===== src/rtl/cam_pkg.sv =====
package cam_pkg;
    localparam int BYTE_W = 8;
    localparam int REG_W  = 16;
    localparam int PTR_W  = 3;
    localparam int MASK_W = REG_W - PTR_W;

    typedef enum logic [1:0] {
        SEL_ADDR    = 2'd0,
        SEL_MASK_LO = 2'd1,
        SEL_MASK_HI = 2'd2,
        SEL_VALID   = 2'd3
    } cfg_sel_e;

    typedef enum logic {
        SEQ_WAIT_DA = 1'b0,
        SEQ_WAIT_SA = 1'b1
    } seq_state_e;
endpackage


===== src/rtl/cam_regs.sv =====
module cam_regs
    import cam_pkg::*;
#(
    parameter int ENTRIES    = 32,
    parameter int ADDR_BYTES = 6,
    localparam int ENTRY_W   = $clog2(ENTRIES),
    localparam int ADDR_W    = ADDR_BYTES * BYTE_W
) (
    input  logic                              clk,
    input  logic                              rst_n,
    input  logic                              cfg_wr,
    input  logic                              cfg_rd,
    input  logic [1:0]                        cfg_sel,
    input  logic [ENTRY_W-1:0]                cfg_entry,
    input  logic [BYTE_W-1:0]                 cfg_wdata,
    output logic [BYTE_W-1:0]                 cfg_rdata,
    output logic [ENTRIES-1:0][ADDR_W-1:0]    addr_q,
    output logic [ENTRIES-1:0][MASK_W-1:0]    mask_q,
    output logic [ENTRIES-1:0][PTR_W-1:0]     ptr_q,
    output logic [ENTRIES-1:0]                valid_q
);
    localparam int GROUPS = ENTRIES / BYTE_W;
    localparam int GRP_W  = (GROUPS > 1) ? $clog2(GROUPS) : 1;
    localparam int HI_W   = MASK_W - BYTE_W;

    cfg_sel_e sel;
    logic     acc_addr;
    logic     wr_addr;
    logic     wr_mlo;
    logic     wr_mhi;
    logic     wr_valid;
    logic     rd_ok;

    assign sel      = cfg_sel_e'(cfg_sel);
    assign rd_ok    = cfg_rd && !cfg_wr;
    assign wr_addr  = cfg_wr && (sel == SEL_ADDR);
    assign acc_addr = wr_addr || (rd_ok && (sel == SEL_ADDR));
    assign wr_mlo   = cfg_wr && (sel == SEL_MASK_LO);
    assign wr_mhi   = cfg_wr && (sel == SEL_MASK_HI);
    assign wr_valid = cfg_wr && (sel == SEL_VALID);

    for (genvar e = 0; e < ENTRIES; e++) begin : g_entry
        logic              here;
        logic [ADDR_W-1:0] a_r;
        logic [MASK_W-1:0] m_r;
        logic [PTR_W-1:0]  p_r;

        assign here = (cfg_entry == ENTRY_W'(e));

        // address storage has no reset; valid bits gate its use
        always_ff @(posedge clk) begin
            for (int b = 0; b < ADDR_BYTES; b++) begin
                if (wr_addr && here && (p_r == PTR_W'(b + 1))) begin
                    a_r[b*BYTE_W +: BYTE_W] <= cfg_wdata;
                end
            end
        end

        always_ff @(posedge clk or negedge rst_n) begin
            if (!rst_n) begin
                m_r <= '0;
                p_r <= PTR_W'(1);
            end else if (here) begin
                if (wr_mlo) begin
                    m_r[BYTE_W-1:0] <= cfg_wdata;
                    p_r             <= PTR_W'(1);
                end else if (wr_mhi) begin
                    m_r[MASK_W-1:BYTE_W] <= cfg_wdata[HI_W-1:0];
                    p_r                  <= PTR_W'(1);
                end else if (acc_addr) begin
                    p_r <= (p_r == PTR_W'(ADDR_BYTES)) ? PTR_W'(1) : p_r + PTR_W'(1);
                end
            end
        end

        assign addr_q[e] = a_r;
        assign mask_q[e] = m_r;
        assign ptr_q[e]  = p_r;
    end

    for (genvar g = 0; g < GROUPS; g++) begin : g_group
        always_ff @(posedge clk or negedge rst_n) begin
            if (!rst_n) begin
                valid_q[g*BYTE_W +: BYTE_W] <= '0;
            end else if (wr_valid && (cfg_entry[GRP_W-1:0] == GRP_W'(g))) begin
                valid_q[g*BYTE_W +: BYTE_W] <= cfg_wdata;
            end
        end
    end

    logic [ADDR_W-1:0] a_sel;
    logic [MASK_W-1:0] m_sel;
    logic [PTR_W-1:0]  p_sel;
    logic [BYTE_W-1:0] byte_sel;
    logic [BYTE_W-1:0] grp_sel;
    logic [BYTE_W-1:0] rd_val;

    assign a_sel = addr_q[cfg_entry];
    assign m_sel = mask_q[cfg_entry];
    assign p_sel = ptr_q[cfg_entry];

    always_comb begin
        byte_sel = '0;
        for (int b = 0; b < ADDR_BYTES; b++) begin
            if (p_sel == PTR_W'(b + 1)) begin
                byte_sel = a_sel[b*BYTE_W +: BYTE_W];
            end
        end
    end

    always_comb begin
        grp_sel = '0;
        for (int g = 0; g < GROUPS; g++) begin
            if (cfg_entry[GRP_W-1:0] == GRP_W'(g)) begin
                grp_sel = valid_q[g*BYTE_W +: BYTE_W];
            end
        end
    end

    always_comb begin
        unique case (sel)
            SEL_ADDR:    rd_val = byte_sel;
            SEL_MASK_LO: rd_val = m_sel[BYTE_W-1:0];
            SEL_MASK_HI: rd_val = {p_sel, m_sel[MASK_W-1:BYTE_W]};
            SEL_VALID:   rd_val = grp_sel;
            default:     rd_val = '0;
        endcase
    end

    always_ff @(posedge clk or negedge rst_n) begin
        if (!rst_n) begin
            cfg_rdata <= '0;
        end else if (rd_ok) begin
            cfg_rdata <= rd_val;
        end
    end
endmodule


===== src/rtl/cam_match.sv =====
module cam_match
    import cam_pkg::*;
#(
    parameter int ENTRIES    = 32,
    parameter int PORTS      = 13,
    parameter int ADDR_BYTES = 6,
    localparam int ADDR_W    = ADDR_BYTES * BYTE_W,
    localparam int PORT_W    = (PORTS > 1) ? $clog2(PORTS) : 1
) (
    input  logic [ENTRIES-1:0][ADDR_W-1:0] addr_q,
    input  logic [ENTRIES-1:0][MASK_W-1:0] mask_q,
    input  logic [ENTRIES-1:0]             valid_q,
    input  logic [ADDR_W-1:0]              key,
    input  logic [PORT_W-1:0]              port,
    output logic [ENTRIES-1:0]             hit_vec,
    output logic                           any_hit
);
    localparam logic [PORT_W:0] PORT_LIM = (PORT_W + 1)'(PORTS);

    logic port_ok;
    assign port_ok = ({1'b0, port} < PORT_LIM);

    for (genvar e = 0; e < ENTRIES; e++) begin : g_cmp
        logic [MASK_W-1:0] shifted;
        assign shifted    = mask_q[e] >> port;
        assign hit_vec[e] = valid_q[e] && port_ok && shifted[0] && (addr_q[e] == key);
    end

    assign any_hit = |hit_vec;
endmodule


===== src/rtl/cam_seq.sv =====
module cam_seq
    import cam_pkg::*;
(
    input  logic       clk,
    input  logic       rst_n,
    input  logic       da_strobe,
    input  logic       sa_strobe,
    input  logic       any_hit,
    output seq_state_e state,
    output logic       da_done,
    output logic       da_hit,
    output logic       sa_done,
    output logic       sa_hit
);
    seq_state_e state_nx;
    logic       take_da;
    logic       take_sa;

    always_comb begin
        state_nx = state;
        take_da  = 1'b0;
        take_sa  = 1'b0;
        unique case (state)
            SEQ_WAIT_DA: begin
                if (da_strobe) begin          // T_DA_SEEN
                    take_da  = 1'b1;
                    state_nx = SEQ_WAIT_SA;
                end                           // T_SA_EARLY otherwise
            end
            SEQ_WAIT_SA: begin
                if (da_strobe) begin          // T_DA_RESTART
                    take_da  = 1'b1;
                    state_nx = SEQ_WAIT_SA;
                end else if (sa_strobe) begin // T_SA_SEEN
                    take_sa  = 1'b1;
                    state_nx = SEQ_WAIT_DA;
                end
            end
            default: state_nx = SEQ_WAIT_DA;
        endcase
    end

    always_ff @(posedge clk or negedge rst_n) begin
        if (!rst_n) begin
            state <= SEQ_WAIT_DA;
        end else begin
            state <= state_nx;
        end
    end

    always_ff @(posedge clk or negedge rst_n) begin
        if (!rst_n) begin
            da_done <= 1'b0;
            da_hit  <= 1'b0;
            sa_done <= 1'b0;
            sa_hit  <= 1'b0;
        end else begin
            da_done <= take_da;
            sa_done <= take_sa;
            if (take_da) da_hit <= any_hit;
            if (take_sa) sa_hit <= any_hit;
        end
    end
endmodule


===== src/rtl/shared_addr_cam.sv =====
module shared_addr_cam
    import cam_pkg::*;
#(
    parameter int ENTRIES    = 32,
    parameter int PORTS      = 13,
    parameter int ADDR_BYTES = 6,
    localparam int ENTRY_W   = $clog2(ENTRIES),
    localparam int ADDR_W    = ADDR_BYTES * BYTE_W,
    localparam int PORT_W    = (PORTS > 1) ? $clog2(PORTS) : 1
) (
    input  logic               clk,
    input  logic               rst_n,
    input  logic               cfg_wr,
    input  logic               cfg_rd,
    input  logic [1:0]         cfg_sel,
    input  logic [ENTRY_W-1:0] cfg_entry,
    input  logic [BYTE_W-1:0]  cfg_wdata,
    output logic [BYTE_W-1:0]  cfg_rdata,
    input  logic [PORT_W-1:0]  frm_port,
    input  logic [ADDR_W-1:0]  frm_addr,
    input  logic               da_strobe,
    input  logic               sa_strobe,
    output logic               da_done,
    output logic               da_hit,
    output logic               sa_done,
    output logic               sa_hit
);
    logic [ENTRIES-1:0][ADDR_W-1:0] addr_w;
    logic [ENTRIES-1:0][MASK_W-1:0] mask_w;
    logic [ENTRIES-1:0][PTR_W-1:0]  ptr_w;
    logic [ENTRIES-1:0]             valid_w;
    logic [ENTRIES-1:0]             hit_vec_w;
    logic                           any_hit_w;
    seq_state_e                     state_w;

    cam_regs #(
        .ENTRIES   (ENTRIES),
        .ADDR_BYTES(ADDR_BYTES)
    ) regs_i (
        .clk      (clk),
        .rst_n    (rst_n),
        .cfg_wr   (cfg_wr),
        .cfg_rd   (cfg_rd),
        .cfg_sel  (cfg_sel),
        .cfg_entry(cfg_entry),
        .cfg_wdata(cfg_wdata),
        .cfg_rdata(cfg_rdata),
        .addr_q   (addr_w),
        .mask_q   (mask_w),
        .ptr_q    (ptr_w),
        .valid_q  (valid_w)
    );

    cam_match #(
        .ENTRIES   (ENTRIES),
        .PORTS     (PORTS),
        .ADDR_BYTES(ADDR_BYTES)
    ) match_i (
        .addr_q (addr_w),
        .mask_q (mask_w),
        .valid_q(valid_w),
        .key    (frm_addr),
        .port   (frm_port),
        .hit_vec(hit_vec_w),
        .any_hit(any_hit_w)
    );

    cam_seq seq_i (
        .clk      (clk),
        .rst_n    (rst_n),
        .da_strobe(da_strobe),
        .sa_strobe(sa_strobe),
        .any_hit  (any_hit_w),
        .state    (state_w),
        .da_done  (da_done),
        .da_hit   (da_hit),
        .sa_done  (sa_done),
        .sa_hit   (sa_hit)
    );
endmodule


===== config.mk =====
export PLATFORM = sky130hd
export DESIGN_NAME = shared_addr_cam
export DESIGN_NICKNAME = d
export VERILOG_FILES = /design/src/rtl/cam_pkg.sv /design/src/rtl/cam_regs.sv /design/src/rtl/cam_match.sv /design/src/rtl/cam_seq.sv /design/src/rtl/shared_addr_cam.sv
export SDC_FILE = /design/constraint.sdc
export NUM_CORES = 2
export LEC_CHECK = 0
export ABC_AREA = 0
export BUFFER_PORTS_ARGS = -buffer_cell sky130_fd_sc_hd__buf_2
export CORE_ASPECT_RATIO = 2
export CORE_MARGIN = 2
export CORE_UTILIZATION = 55
export CTS_CLUSTER_SIZE = 30
export DETAILED_ROUTE_END_ITERATION = 10
export PLACE_DENSITY = 0.71
export SYNTH_ARGS = -nofsm -noshare
export SYNTH_HDL_FRONTEND = slang
export SYNTH_HIERARCHICAL = 1
export SYNTH_SLANG_ARGS = --single-unit
export TNS_END_PERCENT = 1

===== constraint.sdc =====
create_clock -name clk -period 3.58 [get_ports clk]
set_input_delay 0.716 -clock clk [delete_from_list [all_inputs] [get_ports clk]]
set_output_delay 0.716 -clock clk [all_outputs]
set_load 0.02 [all_outputs]

==> impl_metrics.toml, run 1 <==
[yosys]
synthCells = 7415
synth.avg_cell_area_sq_um = 14.7
yosys_warnings = 6
synth.net_count = 7520
syn_area_sq_um = 109000

[status]
outcome = "stopped before the end"
firstError = "[ERROR GRT-0116] Global routing finished with congestion. Check the congestion regions in the DRC Viewer."
failed_stage = "global routing (5_1_grt)"

[grt]
grt_use_total_pct = 66.5
grt_max_degree = 97
grt_pass1_wl_um = 893000
first_global_vias = 93400
grt-ovfl-total = 109

[floorplan]
start_util_pct = 55.3
ios = 85
die-height_um = 634
die_x_um = 319
rows = 231

[clocking]
clockBufferDepth = 4
cts.sinks = 2093
cts_made_buffers = 195
clockRootBuffer = "clkbuf_16"
htreeDepth = 4

[place]
dp_hpwl_um = 461000
place.gp.congestion = 1.23
post-place-cells = 10900
io_buffers = 84
==> timing repair <==
action / in CTS
hold buffers: 2
gates resized for setup: 37
setup endpoints to repair: 2
pin swaps: 12
buffers inserted: 10
hold endpoints to repair: 52
==> routing by layer <==
| metal | overflow | global-route usage (%) |
|---|---|---|
| met5 | 0 | 8.07 |
| met4 | 45 | 74.5 |
| met3 | 1 | 40.1 |
| met2 | 61 | 90.3 |
| met1 | 2 | 64.9 |
==> per-stage QoR <==
step | setup WS (ns) | setup TNS (ns) | area (sq um)
floorplan | 0.169 | 0 | 109000
global placement | -1.48 | -11.29 | 123000
detailed placement | -1.25 | -10.91 | 123000
CTS | 0.00167 | 0 | 130000
==> run 2, diff against run 1 <==
--- a/config.mk
+++ b/config.mk
@@ -7,12 +7,10 @@
 export LEC_CHECK = 0
 export ABC_AREA = 0
 export BUFFER_PORTS_ARGS = -buffer_cell sky130_fd_sc_hd__buf_2
-export CORE_ASPECT_RATIO = 2
 export CORE_MARGIN = 2
-export CORE_UTILIZATION = 55
-export CTS_CLUSTER_SIZE = 30
+export CORE_UTILIZATION = 40
 export DETAILED_ROUTE_END_ITERATION = 10
-export PLACE_DENSITY = 0.71
+export PLACE_DENSITY_LB_ADDON = 0.15
 export SYNTH_ARGS = -nofsm -noshare
 export SYNTH_HDL_FRONTEND = slang
 export SYNTH_HIERARCHICAL = 1
==> impl_metrics.toml, run 2 <==
[critical_path]
path_delay_family = "simple AND/OR/NAND/NOR gates"
arrival_ns = 4.55
crit_fanout = 2
required_ns = 4.43
cp_cell_sequence = "xnor2_1 -> nand2_1 -> a2111oi_2 -> nand4_1 -> buf_6 -> o22ai_2 -> nor4_4 -> nand4b_1 -> buf_12 -> or4_4 -> mux2_2"
start_kind = "flip-flop"
reg2reg_depth = 11
slowest_stage = "nand4_1"
cp_num_buf_inv = 2
path_class = "flip-flop to flip-flop"
worst_path_largest_cell_delay_ns = 0.73
cp_num_cells = 11
cp-end-kind = "flip-flop"

[clocking]
clk_latency_ns = 0.96
clk_pin_slew_ns = 0.06
cts_made_buffers = 242
cts.sinks = 2093
tritoncts = "yes"
htreeDepth = 4
clockBufferDepth = 4
clockRootBuffer = "clkbuf_16"

[power]
p_leak_uw = 0.0483
finalPower_uw = 62900
irDropWorstVdd_uv = 424
power_density_nw_per_um2 = 469

[grt]
grt-ovfl-total = 0
grt_antenna_before_repair = 52
first_global_vias = 78000
grt_max_degree = 119
grt_use_total_pct = 40.7
grt_pass1_wl_um = 748000

[timing]
slew_headroom_pct = 12.4
worst_pin_slew_ns = 1.31
period_needed_ns = 3.70
rsz0062_at_grt = "yes"
drv_slew = 0
period_share_pct = 103
fin_skew_ns = 0.0651
fin_setup_tns_ns = -0.246
fin_ws_ns = -0.123
timing.final.hold_violations = 0
max_freq_mhz = 270
setup_viol = 3

[route]
num_vias = 81300
met2_length_um = 247000
m1WireLength_um = 215000
drc = 0
postRouteAntennaNets = 0
viasPerCell = 6.51
post_drt_wl_per_cell_um = 45.8
drtPass1Iterations = 8
top_layer = "met5"
finalWirelength_um = 572000
dr.first_iter.drc_count = 13700
wl_met3_um = 65200

[floorplan]
rows = 191
die-height_um = 526
die_area_sq_um = 277000
ios = 85
start_util_pct = 40.3
die_x_um = 526
core-area_sq_um = 271000

[finish]
multi_input_comb_area_sq_um = 45700
n_fill_cell = 23600
final_common_cell = "edfxtp_1"
final_cell_mix = "edfxtp_1 (1536), buf_4 (1148), xnor2_1 (1114), mux4_2 (605), dfrtp_1 (525)"
seq_area_sq_um = 60100
final_util_pct = 49.5
top_regs = "regs_i/g_entry.a_r (1536), regs_i/g_entry.m_r (416), regs_i/g_entry.p_r (96)"
area_delta_synth_final_pct = 22.9
drive_above_1_share_pct = 34.9
fin_nets = 8800
largest_reg_flops = 1536
top_register = "regs_i/g_entry.a_r"

[run]
drv_cap = 0

[place]
dp_hpwl_um = 445000
dpl_worst_slack_ns = -0.971
place.gp.congestion = 1.09
io_buffers = 84

[min_path]
min_path_type = "primary input to flip-flop"
whs_path_depth = 3

[status]
outcome = "complete, but fails checks"
violations = "setup timing"

[yosys]
yosys_warnings = 6
syn_area_sq_um = 109000
synth.net_count = 7520
synthCells = 7415
synth.avg_cell_area_sq_um = 14.7
run 2: report_power, final:
part | leakage [uW] | internal (uW) | switching, uW | total, uW
Combinational | 0.0231 | 3570 | 5420 | 8990
Clock | 0.00396 | 15000 | 11000 | 26000
Sequential | 0.0212 | 26800 | 1040 | 27900
Total | 0.0483 | 45400 | 17500 | 62900
run 2: stage by stage:
step | cell area, sq um | hold WS (ns) | std cells
2_1_floorplan | 109000 | 0.420 | 7415
3_3_place_gp | 126000 | 0.507 | 12000
3_5_place_dp | 126000 | 0.517 | 12000
4_1_cts | 134000 | 0.0117 | 12500
5_1_grt | 134000 | 0.0736 | 12500
6_report | 134000 | 0.0790 | 12500
run 2: repair_timing:
item,CTS,global route
pin swaps,8,4
gates resized for setup,6,11
setup buffers,1,0
hold buffers,2,0
hold endpoints to repair,38,0
setup endpoints to repair,2,2
run 2: area by class of cell:
cell class,count,share of cell area [%]
Clock buffer,303,4.91
Antenna cell,19,0.0355
Inverter,106,0.302
Clock inverter,143,1.12
Sequential cell,2093,44.8
Tap cell,3570,3.33
Timing Repair Buffer,1537,11.4
Multi-Input combinational cell,4715,34.1
run 2: per-layer routing:
metal / vias to the layer above / global-route usage, %
li1: 31200 / -
met1: 42900 / 53.5
met2: 5891 / 60.2
met3: 1208 / 10.3
met4: 28 / 25.6
met5: - / 0
run 2: final timing paths:
path	endpoint	slack, ns	startpoint
setup / recovery	seq_i/da_hit	-0.12	regs_i/g_entry[14].a_r[6]
hold reg to reg	seq_i/da_hit	0.52	seq_i/da_hit
max in group asynchronous	regs_i/g_entry[11].m_r[4]	2.15	rst_n
min in group asynchronous	regs_i/g_entry[17].m_r[3]	0.32	rst_n
setup reg to reg	seq_i/da_hit	-0.12	regs_i/g_entry[14].a_r[6]
hold / removal	seq_i/sa_done	0.08	sa_strobe
run 2: worst min-delay path, stage by stage:
cell and delay (ns):
buf_2 0.12, nand3b_4 0.08, inv_1 0.04
Power figures use the tool's default switching activity.
